## config.mk

```make
export PLATFORM = sky130hd
export DESIGN_NAME = edge_irq_gpio_bank
export DESIGN_NICKNAME = d
export VERILOG_FILES = /design/src/rtl/gpio_bank_pkg.sv /design/src/rtl/gpio_in_sync.sv /design/src/rtl/gpio_edge_status.sv /design/src/rtl/gpio_host_regs.sv /design/src/rtl/edge_irq_gpio_bank.sv
export SDC_FILE = /design/constraint.sdc
export NUM_CORES = 1
export LEC_CHECK = 0
export CELL_PAD_IN_SITES_DETAIL_PLACEMENT = 0
export CELL_PAD_IN_SITES_GLOBAL_PLACEMENT = 2
export CORE_MARGIN = 3
export CORE_UTILIZATION = 36
export CTS_CLUSTER_SIZE = 14
export DETAILED_ROUTE_END_ITERATION = 7
export GPL_ROUTABILITY_DRIVEN = 0
export HOLD_SLACK_MARGIN = 0.15
export PLACE_DENSITY_LB_ADDON = 0.1
export SETUP_SLACK_MARGIN = 0.3
export SYNTH_ARGS = -nofsm -noshare
export SYNTH_HDL_FRONTEND = slang
export SYNTH_HIERARCHICAL = 1
export SYNTH_SLANG_ARGS = --single-unit
```

## constraint.sdc

```tcl
create_clock -name clk -period 2.58 [get_ports clk]
set_input_delay 0.387 -clock clk [delete_from_list [all_inputs] [get_ports clk]]
set_output_delay 0.387 -clock clk [all_outputs]
set_load 0.005 [all_outputs]
```

## src/rtl/gpio_bank_pkg.sv

```systemverilog
package gpio_bank_pkg;
  localparam int REG_W  = 16;
  localparam int ADDR_W = 3;

  typedef enum logic [ADDR_W-1:0] {
    RA_DIR     = 3'd0,
    RA_DIN     = 3'd1,
    RA_DOUT    = 3'd2,
    RA_RISE_EN = 3'd3,
    RA_FALL_EN = 3'd4,
    RA_RISE_ST = 3'd5,
    RA_FALL_ST = 3'd6,
    RA_NONE    = 3'd7
  } reg_addr_e;

  localparam int EDGE_RISE = 0;
  localparam int EDGE_FALL = 1;
  localparam int N_EDGES   = 2;

  // Exchange the two bytes of a halfword (big-endian register file).
  function automatic logic [REG_W-1:0] bswap16(input logic [REG_W-1:0] v);
    return {v[7:0], v[15:8]};
  endfunction
endpackage

```

## src/rtl/gpio_in_sync.sv

```systemverilog
module gpio_in_sync #(
  parameter int NPINS = 16
) (
  input  logic             clk,
  input  logic             rst,
  input  logic [NPINS-1:0] pin_in,
  output logic [NPINS-1:0] sync_q,
  output logic [NPINS-1:0] rise_hit,
  output logic [NPINS-1:0] fall_hit
);
  logic [NPINS-1:0] meta_q;
  logic [NPINS-1:0] prev_q;

  always_ff @(posedge clk) begin
    if (rst) begin
      meta_q <= '0;
      sync_q <= '0;
      prev_q <= '0;
    end else begin
      meta_q <= pin_in;
      sync_q <= meta_q;
      prev_q <= sync_q;
    end
  end

  assign rise_hit = sync_q & ~prev_q;
  assign fall_hit = ~sync_q & prev_q;
endmodule

```

## src/rtl/gpio_edge_status.sv

```systemverilog
module gpio_edge_status #(
  parameter int NPINS = 16
) (
  input  logic             clk,
  input  logic             rst,
  input  logic [NPINS-1:0] edge_hit,
  input  logic [NPINS-1:0] arm,
  input  logic             clr_we,
  input  logic [NPINS-1:0] clr_mask,
  output logic [NPINS-1:0] status
);
  logic [NPINS-1:0] clr_bits;
  logic [NPINS-1:0] set_bits;

  assign clr_bits = clr_we ? clr_mask : '0;
  assign set_bits = edge_hit & arm;

  // A set in the same cycle as a clear takes priority.
  always_ff @(posedge clk) begin
    if (rst) status <= '0;
    else     status <= (status & ~clr_bits) | set_bits;
  end
endmodule

```

## src/rtl/gpio_host_regs.sv

```systemverilog
module gpio_host_regs
  import gpio_bank_pkg::*;
#(
  parameter int NPINS = 16
) (
  input  logic              clk,
  input  logic              rst,
  input  logic              host_valid,
  input  logic              host_write,
  input  logic [ADDR_W-1:0] host_addr,
  input  logic [REG_W-1:0]  host_wdata,
  input  logic [NPINS-1:0]  sync_in,
  input  logic [NPINS-1:0]  rise_st,
  input  logic [NPINS-1:0]  fall_st,
  output logic [NPINS-1:0]  dir_q,
  output logic [NPINS-1:0]  dout_q,
  output logic [NPINS-1:0]  rise_en_q,
  output logic [NPINS-1:0]  fall_en_q,
  output logic              rise_clr_we,
  output logic              fall_clr_we,
  output logic [NPINS-1:0]  clr_mask,
  output logic [REG_W-1:0]  host_rdata,
  output logic              host_rvalid
);
  logic [REG_W-1:0] wval;
  logic [REG_W-1:0] rmux;
  logic             wr_req;
  logic             rd_req;
  reg_addr_e        ra;

  assign ra     = reg_addr_e'(host_addr);
  assign wr_req = host_valid && host_write;
  assign rd_req = host_valid && !host_write;
  assign wval   = bswap16(host_wdata);

  assign clr_mask    = wval[NPINS-1:0];
  assign rise_clr_we = wr_req && (ra == RA_RISE_ST);
  assign fall_clr_we = wr_req && (ra == RA_FALL_ST);

  always_comb begin
    case (ra)
      RA_DIR:     rmux = REG_W'(dir_q);
      RA_DIN:     rmux = REG_W'(sync_in);
      RA_DOUT:    rmux = REG_W'(dout_q);
      RA_RISE_EN: rmux = REG_W'(rise_en_q);
      RA_FALL_EN: rmux = REG_W'(fall_en_q);
      RA_RISE_ST: rmux = REG_W'(rise_st);
      RA_FALL_ST: rmux = REG_W'(fall_st);
      default:    rmux = '0;
    endcase
  end

  always_ff @(posedge clk) begin
    if (rst) begin
      dir_q       <= '0;
      dout_q      <= '0;
      rise_en_q   <= '0;
      fall_en_q   <= '0;
      host_rdata  <= '0;
      host_rvalid <= 1'b0;
    end else begin
      host_rvalid <= rd_req;
      if (rd_req) host_rdata <= bswap16(rmux);
      if (wr_req) begin
        case (ra)
          RA_DIR:     dir_q     <= wval[NPINS-1:0];
          RA_DOUT:    dout_q    <= wval[NPINS-1:0];
          RA_RISE_EN: rise_en_q <= wval[NPINS-1:0];
          RA_FALL_EN: fall_en_q <= wval[NPINS-1:0];
          default:    ;
        endcase
      end
    end
  end
endmodule

```

## src/rtl/edge_irq_gpio_bank.sv

```systemverilog
module edge_irq_gpio_bank
  import gpio_bank_pkg::*;
#(
  parameter int NPINS = 16
) (
  input  logic             clk,
  input  logic             rst,
  input  logic             host_valid,
  input  logic             host_write,
  input  logic [2:0]       host_addr,
  input  logic [15:0]      host_wdata,
  output logic [15:0]      host_rdata,
  output logic             host_rvalid,
  input  logic [NPINS-1:0] pin_in,
  output logic [NPINS-1:0] pin_out,
  output logic [NPINS-1:0] pin_oe,
  output logic             irq
);
  logic [NPINS-1:0] sync_in;
  logic [NPINS-1:0] rise_en;
  logic [NPINS-1:0] fall_en;
  logic [NPINS-1:0] rise_st;
  logic [NPINS-1:0] fall_st;
  logic [NPINS-1:0] clr_mask;
  logic             rise_clr_we;
  logic             fall_clr_we;

  logic [N_EDGES-1:0][NPINS-1:0] hit_v;
  logic [N_EDGES-1:0][NPINS-1:0] arm_v;
  logic [N_EDGES-1:0][NPINS-1:0] st_v;
  logic [N_EDGES-1:0]            clr_v;

  gpio_in_sync #(.NPINS(NPINS)) u_sync (
    .clk      (clk),
    .rst      (rst),
    .pin_in   (pin_in),
    .sync_q   (sync_in),
    .rise_hit (hit_v[EDGE_RISE]),
    .fall_hit (hit_v[EDGE_FALL])
  );

  gpio_host_regs #(.NPINS(NPINS)) u_regs (
    .clk         (clk),
    .rst         (rst),
    .host_valid  (host_valid),
    .host_write  (host_write),
    .host_addr   (host_addr),
    .host_wdata  (host_wdata),
    .sync_in     (sync_in),
    .rise_st     (rise_st),
    .fall_st     (fall_st),
    .dir_q       (pin_oe),
    .dout_q      (pin_out),
    .rise_en_q   (rise_en),
    .fall_en_q   (fall_en),
    .rise_clr_we (rise_clr_we),
    .fall_clr_we (fall_clr_we),
    .clr_mask    (clr_mask),
    .host_rdata  (host_rdata),
    .host_rvalid (host_rvalid)
  );

  assign arm_v[EDGE_RISE] = rise_en;
  assign arm_v[EDGE_FALL] = fall_en;
  assign clr_v[EDGE_RISE] = rise_clr_we;
  assign clr_v[EDGE_FALL] = fall_clr_we;
  assign rise_st = st_v[EDGE_RISE];
  assign fall_st = st_v[EDGE_FALL];

  for (genvar g = 0; g < N_EDGES; g++) begin : g_edge
    gpio_edge_status #(.NPINS(NPINS)) u_st (
      .clk      (clk),
      .rst      (rst),
      .edge_hit (hit_v[g]),
      .arm      (arm_v[g]),
      .clr_we   (clr_v[g]),
      .clr_mask (clr_mask),
      .status   (st_v[g])
    );
  end

  assign irq = |((rise_st & rise_en) | (fall_st & fall_en));
endmodule

```

### After elaboration in Yosys (flattened, before gate mapping)

Index checks and enable logic that the tools add are counted.

| operators by class | value |
|---|---|
| eq/ne operators | 6 |
| mux-type cells | 3 |
| bitwise gates (word level) | 15 |
| reductions and logical operators | 11 |

Operators with widths:

| operator | count |
|---|---|
| $and 16x16->16 | 8 |
| $pmux 16 s7 | 1 |
| $not 16->16 | 4 |
| $or 16x16->16 | 3 |
| $mux 16 | 2 |
| $reduce_or 16->1 | 1 |
| $eq 3x3->1 const B | 3 |
| $reduce_and 2->1 | 4 |
| $eq 3x2->1 const B | 2 |
| $logic_and 1x1->1 | 4 |
| $eq 3x1->1 const B | 1 |
| $logic_not 3->1 | 1 |
| $logic_not 1->1 | 1 |

| word-level totals | value |
|---|---|
| register bits after elaboration | 161 |
| input port bits | 39 |
| output and inout port bits | 50 |
| word-level logic and storage cells | 46 |

### Logic depth before layout (Yosys ltp)

| depth | value |
|---|---|
| depth in word-level cells | 6 |
| gate-level depth with buffers | 8 |
| depth with buffers taken out | 4 |

### Hierarchy

Netlist, hierarchy kept.

Modules (own cells, without submodules):

| module | instances | cells an instance | area an instance (um2) | seq. area each (um2) |
|---|---|---|---|---|
| gpio_host_regs | 1 | 483 | 3872.5 | 1621.6 |
| gpio_in_sync | 1 | 133 | 1505.2 | 960.9 |
| gpio_edge_status | 2 | 68 | 694.4 | 320.3 |
| edge_irq_gpio_bank | 1 | 21 | 157.7 | 0.0 |

### Least setup slack after synthesis

No wires, ideal clock.

| timing path | value |
|---|---|
| kind | input port to flip-flop |
| start | input host_addr[2] |
| end | register g_edge[1].u_st.status[0] |
| setup time | 125 ps |
| data arrival time | 1400 ps |
| required time | 2455 ps |
| slack | 1055 ps |
| stages on the path | 8 |
| buffers on the path | 4 |
| cells stage by stage | buf_2 -> buf_1 -> nand2_1 -> nor2_1 -> buf_6 -> buf_8 -> a21bo_1 -> a21oi_2 |

| on the way | value |
|---|---|
| cells in the longest elaborated chain, start to end | 6 |

RTL lines:

| what | line | RTL |
|---|---|---|
| from (decl) | edge_irq_gpio_bank.sv:10 | `input logic [2:0] host_addr,` |
| $eq 3x3->1 | gpio_host_regs.sv:38 | `assign fall_clr_we = wr_req && (ra == RA_FALL_ST);` |
| $logic_and 1x1->1 | gpio_host_regs.sv:38 |  |
| named net fall_clr_we | edge_irq_gpio_bank.sv:26 | `logic fall_clr_we;` |
| $mux 16 | gpio_edge_status.sv:15 | `assign clr_bits = clr_we ? clr_mask : '0;` |
| $not 16->16 | gpio_edge_status.sv:21 | `else status <= (status & ~clr_bits) \| set_bits;` |
| $and 16x16->16 | gpio_edge_status.sv:21 |  |
| $or 16x16->16 | gpio_edge_status.sv:21 |  |
| to (signal assigned) | gpio_edge_status.sv:21 |  |
| to (decl) | gpio_edge_status.sv:10 | `output logic [NPINS-1:0] status` |

The timed path passes the listed nets, and every way through them passes these cells.
A chain may end at the register's enable or synchronous reset.

### Worst setup path after layout

| timing path | value |
|---|---|
| start | register u_regs.fall_en_q[3] |
| end | output irq |

| on the way | value |
|---|---|
| cells in the longest elaborated chain, start to end | 3 |

RTL lines:

| what | line | RTL |
|---|---|---|
| from (decl) | gpio_host_regs.sv:18 | `output logic [NPINS-1:0] fall_en_q,` |
| from (signal assigned) | gpio_host_regs.sv:69 | `RA_FALL_EN: fall_en_q <= wval[NPINS-1:0];` |
| $and 16x16->16 | edge_irq_gpio_bank.sv:82 | `assign irq = \|((rise_st & rise_en) \| (fall_st & fall_en));` |
| $or 16x16->16 | edge_irq_gpio_bank.sv:82 |  |
| $reduce_or 16->1 | edge_irq_gpio_bank.sv:82 |  |
| to (decl) | edge_irq_gpio_bank.sv:17 | `output logic irq` |

Every way passes these cells.

==> reports/results.txt <==
Before antenna repair, the detailed router went through 5 iterations. The run gives 773 as the number of instances in the synthesized netlist. The maximum clock skew at final layout came out at 6.45 ps.

For this configuration, the core starts out at a cell density of 36.8%. The longest clock path from root to sink contains 2 buffers. TritonCTS built the clock tree. Counting instances in the post-synthesis netlist gives the leading cell types as nand2_1 (179), dfxtp_1 (161), nor2b_1 (82).

Cells with a size suffix above 1 make up 13.8% of the layout. In this design, the stage delay of the slowest critical-path cell is 550 ps. Summed over all nets, the half-perimeter wirelength after detailed placement is 14,100 microns. Data on the critical path is required at its endpoint by 2190 ps. Across the run, the number of max-cap violations was 0. Walking the worst path, the cells encountered are a22oi_2 -> nand4_1 -> or4_4 -> buf_2.

The run gives 161 as the CTS sink count. Once placement finished, the instance area stood at 0.00793 sq mm. 89 I/O pins were placed. For this run, the top clock speed supported by timing is 455 MHz.

Headroom to the max-slew limit came out at 42.6%. The total leakage power was 3.01 nW; the portion of netlist area occupied by mux cells was 4.92%. After detailed routing, the average wire length per cell comes to 19.6 microns. The synthesized area per cell works out to 8.96 sq um. Summed over all layers, the routed wires come to 21,800 microns. After detailed routing, the number of remaining DRC violations is 0. STA classifies the critical path endpoint as a primary output. Measured along the y axis, the die boundary spans 145 microns. The synthesized netlist devotes 0% of its cell area to XOR and XNOR gates. The die covers 0.0209 sq mm. Most frequently used flop master after synthesis: dfxtp_1.

The design draws 5.78 mW. The first global-routing pass estimated 32,800 microns of wire. The worst path uses 85.1% of the clock period. The mapped netlist covers 0.00692 sq mm. Cell type with the largest total area after synthesis: dfxtp_1. During synthesis, Yosys emitted a total of 6 warnings.

The run gives 1,078 as the number of cells after detailed placement. Complex-gate fraction of the synthesized area: 20.7%. The initial antenna violation count is 0. The slowest stage of the critical path belongs to the cell or4_4. The run gives 0 ps as the post-route setup TNS. Total count of max-transition violations in the final report: 0.

The share of synthesized area in the top cell type comes to 46.5%. Class of the tightest hold or removal check: primary input to flop. The core utilization of the finished layout was 45.9%. Compared with the post-synthesis result, the final layout area differs by 24.8%. The number of hold violations in the final report was 0; the number of CTS-inserted buffers was 17.

The critical path is of the flop to primary output type. VDD sags by at most 0.000438 V. The cell area power density was 669 mW/mm^2. Using the TritonRoute via totals, the vias-per-cell ratio works out to 5.17. The run gives 0 as the number of routed nets with antenna violations. The number of buffers inserted by port buffering works out to 88. After synthesis, the largest family of logic cells by area is simple AND/OR/NAND/NOR gates. The final number of setup-violating endpoints was 0. The most common cell in the synthesized netlist is nand2_1. The standard-cell row count is 50, and the final net count is 876.

Final critical delay including setup and external delays: 2200 ps. The worst setup path is launched from a flop. The number of synthesized register bits is 161, and the total vias in the final route is 5,735.

The number of nets handed over by synthesis was 812. The via count of the first global-routing pass is 5,569. The clock tree synthesis step divided the H-tree into 4 levels.

The area fraction in and, or, nand and nor cells after synthesis was 21.3%. The proportion of synthesized flip-flops having asynchronous set or reset works out to 0%. The run gives 0.0188 sq mm as the core footprint.

Of the total synthesized cell area, the portion taken by full adders, half adders and majority gates is 0%. The repair_antennas step left the layout with diodes totalling 0. Clock-pin slew was measured on the worst setup and hold paths at 60 ps.

The count of unique library cells instantiated by Yosys came out at 41. After the first detailed-routing iteration, the DRC count stood at 421. Sorting the synthesized cells by area gives the leading types as dfxtp_1 (47%), nand2_1 (9.7%), nor2b_1 (7.4%), a21oi_1 (5.5%), mux2i_1 (3.6%).

Buffers inserted to repair hold after CTS numbered 0. Setup repair after global routing left no endpoint under its margin. For the overflow left after global routing, the log shows 0. The clock tree root buffer cell is clkbuf_16. Yosys mapped a number of flops with a built-in enable equal to 0. The run gives 420 ps as the clock insertion delay at the later pin of the skew report.

The post-route standard cell area excluding fillers came out at 0.00864 sq mm. The finished layout holds 1,110 standard cells, fillers aside. The run finished with clean final reports. Along the worst path, the maximum fanout reaches 4. The largest net degree at the start of global routing is 143, and the global router's overall resource usage is 21.1%.

Measured along the x axis, the die boundary spans 145 microns. After synthesis, flip-flops and latches occupy 46.5% of the total area. For the pin with the worst max-slew slack, the measured transition is 861 ps.

The arrival time at the worst endpoint was 1810 ps.
## report_power, final
part           switching, mW  internal, mW  total [mW]
Clock                   1.05          1.81        2.86
Combinational          0.210         0.152       0.362
Sequential            0.0322          2.53        2.57
Total                   1.29          4.49        5.78
## state kept, by name, indices dropped and copies added (netlist names)
signal,flops
u_regs/rise_en_q,16
u_regs/dir_q,16
u_regs/host_rdata,16
g_edge.u_st/status,32
u_sync/meta_q,16
u_sync/sync_q,16
u_sync/prev_q,16
u_regs/dout_q,16
u_regs/host_rvalid,1
u_regs/fall_en_q,16
## final timing paths
check                                         start                  endpoint  slack, ps  depth (start not counted)
worst max-delay path            u_regs/fall_en_q[3]                       irq        380                          4
worst min-delay path                            rst  g_edge[0].u_st/status[5]        210                          2
worst max register to register  u_regs/fall_en_q[5]     u_regs/host_rdata[13]       1440                          3
worst min register to register    u_sync/meta_q[12]         u_sync/sync_q[12]        440                          1
## cell type report
cell class	count	area, sq um
Clock inverter	11	200
Sequential cell	161	3230
Inverter	9	33.8
Tap cell	260	325
Fill cell	1809	10200
Clock buffer	21	470
Multi-Input combinational cell	537	3290
Timing Repair Buffer	111	1090
## cell usage in the layout, fill, tap and decap left out, types with 3 or more instances in the layout
cell type        count
a21bo_1             20
a21bo_2             12
a21oi_1             76
a21oi_2             20
a221oi_1             6
a22oi_1             14
a22oi_2              8
a32o_1               9
buf_12               4
buf_4               20
bufinv_16            5
clkbuf_16           17
clkbuf_8             3
clkdlybuf4s50_1     85
dfxtp_1            155
dfxtp_2              5
inv_1                9
mux2_2               6
mux2i_1             25
nand2_1            179
nand2b_1             6
nand4_1              4
nor2_1              13
nor2_2               3
nor2b_1             82
nor3_1               9
o211a_1              6
o21ai_0              7
o31ai_1              7
o32ai_1              9
or2_1                3
## cell families after synthesis
family / after synthesis
flip-flops: 161
AO/OA/AOI/OAI: 197
buffers and inverters: 75
AND/OR/NAND/NOR: 308
multiplexers: 32
## critical path, delay by kind of cell (launching register included)
family	cells	cell delay (ps)
AO/OA/AOI/OAI	1	240
buffers and inverters	1	150
flip-flops	1	340
AND/OR/NAND/NOR	2	670
## layer usage
layer  up-vias  global-route usage (%)  share of wire [%]  routed length, microns
met4         0                    5.25                1.5                     329
li1       2747                       -                  -                       -
met5         -                       0                  0                       0
met3        21                    4.11                4.7                    1030
met1      2820                    29.9                 48                   10500
met2       147                    33.4                 45                    9910
## what timing repair did
| action | in CTS | in global routing |
|---|---|---|
| buffers inserted | 0 | 0 |
| gates resized for setup | 19 | 0 |
| endpoints found under the setup margin | 1 | 0 |
## stage by stage
| stage | setup slack, ps | hold WS (ps) |
|---|---|---|
| floorplan | 1060 | 414 |
| global placement | 292 | 419 |
| detailed placement | 245 | 428 |
| CTS | 373 | 194 |
| global route | 337 | 208 |
| finish | 383 | 211 |
No activity file was read; power rests on OpenSTA's default activity.
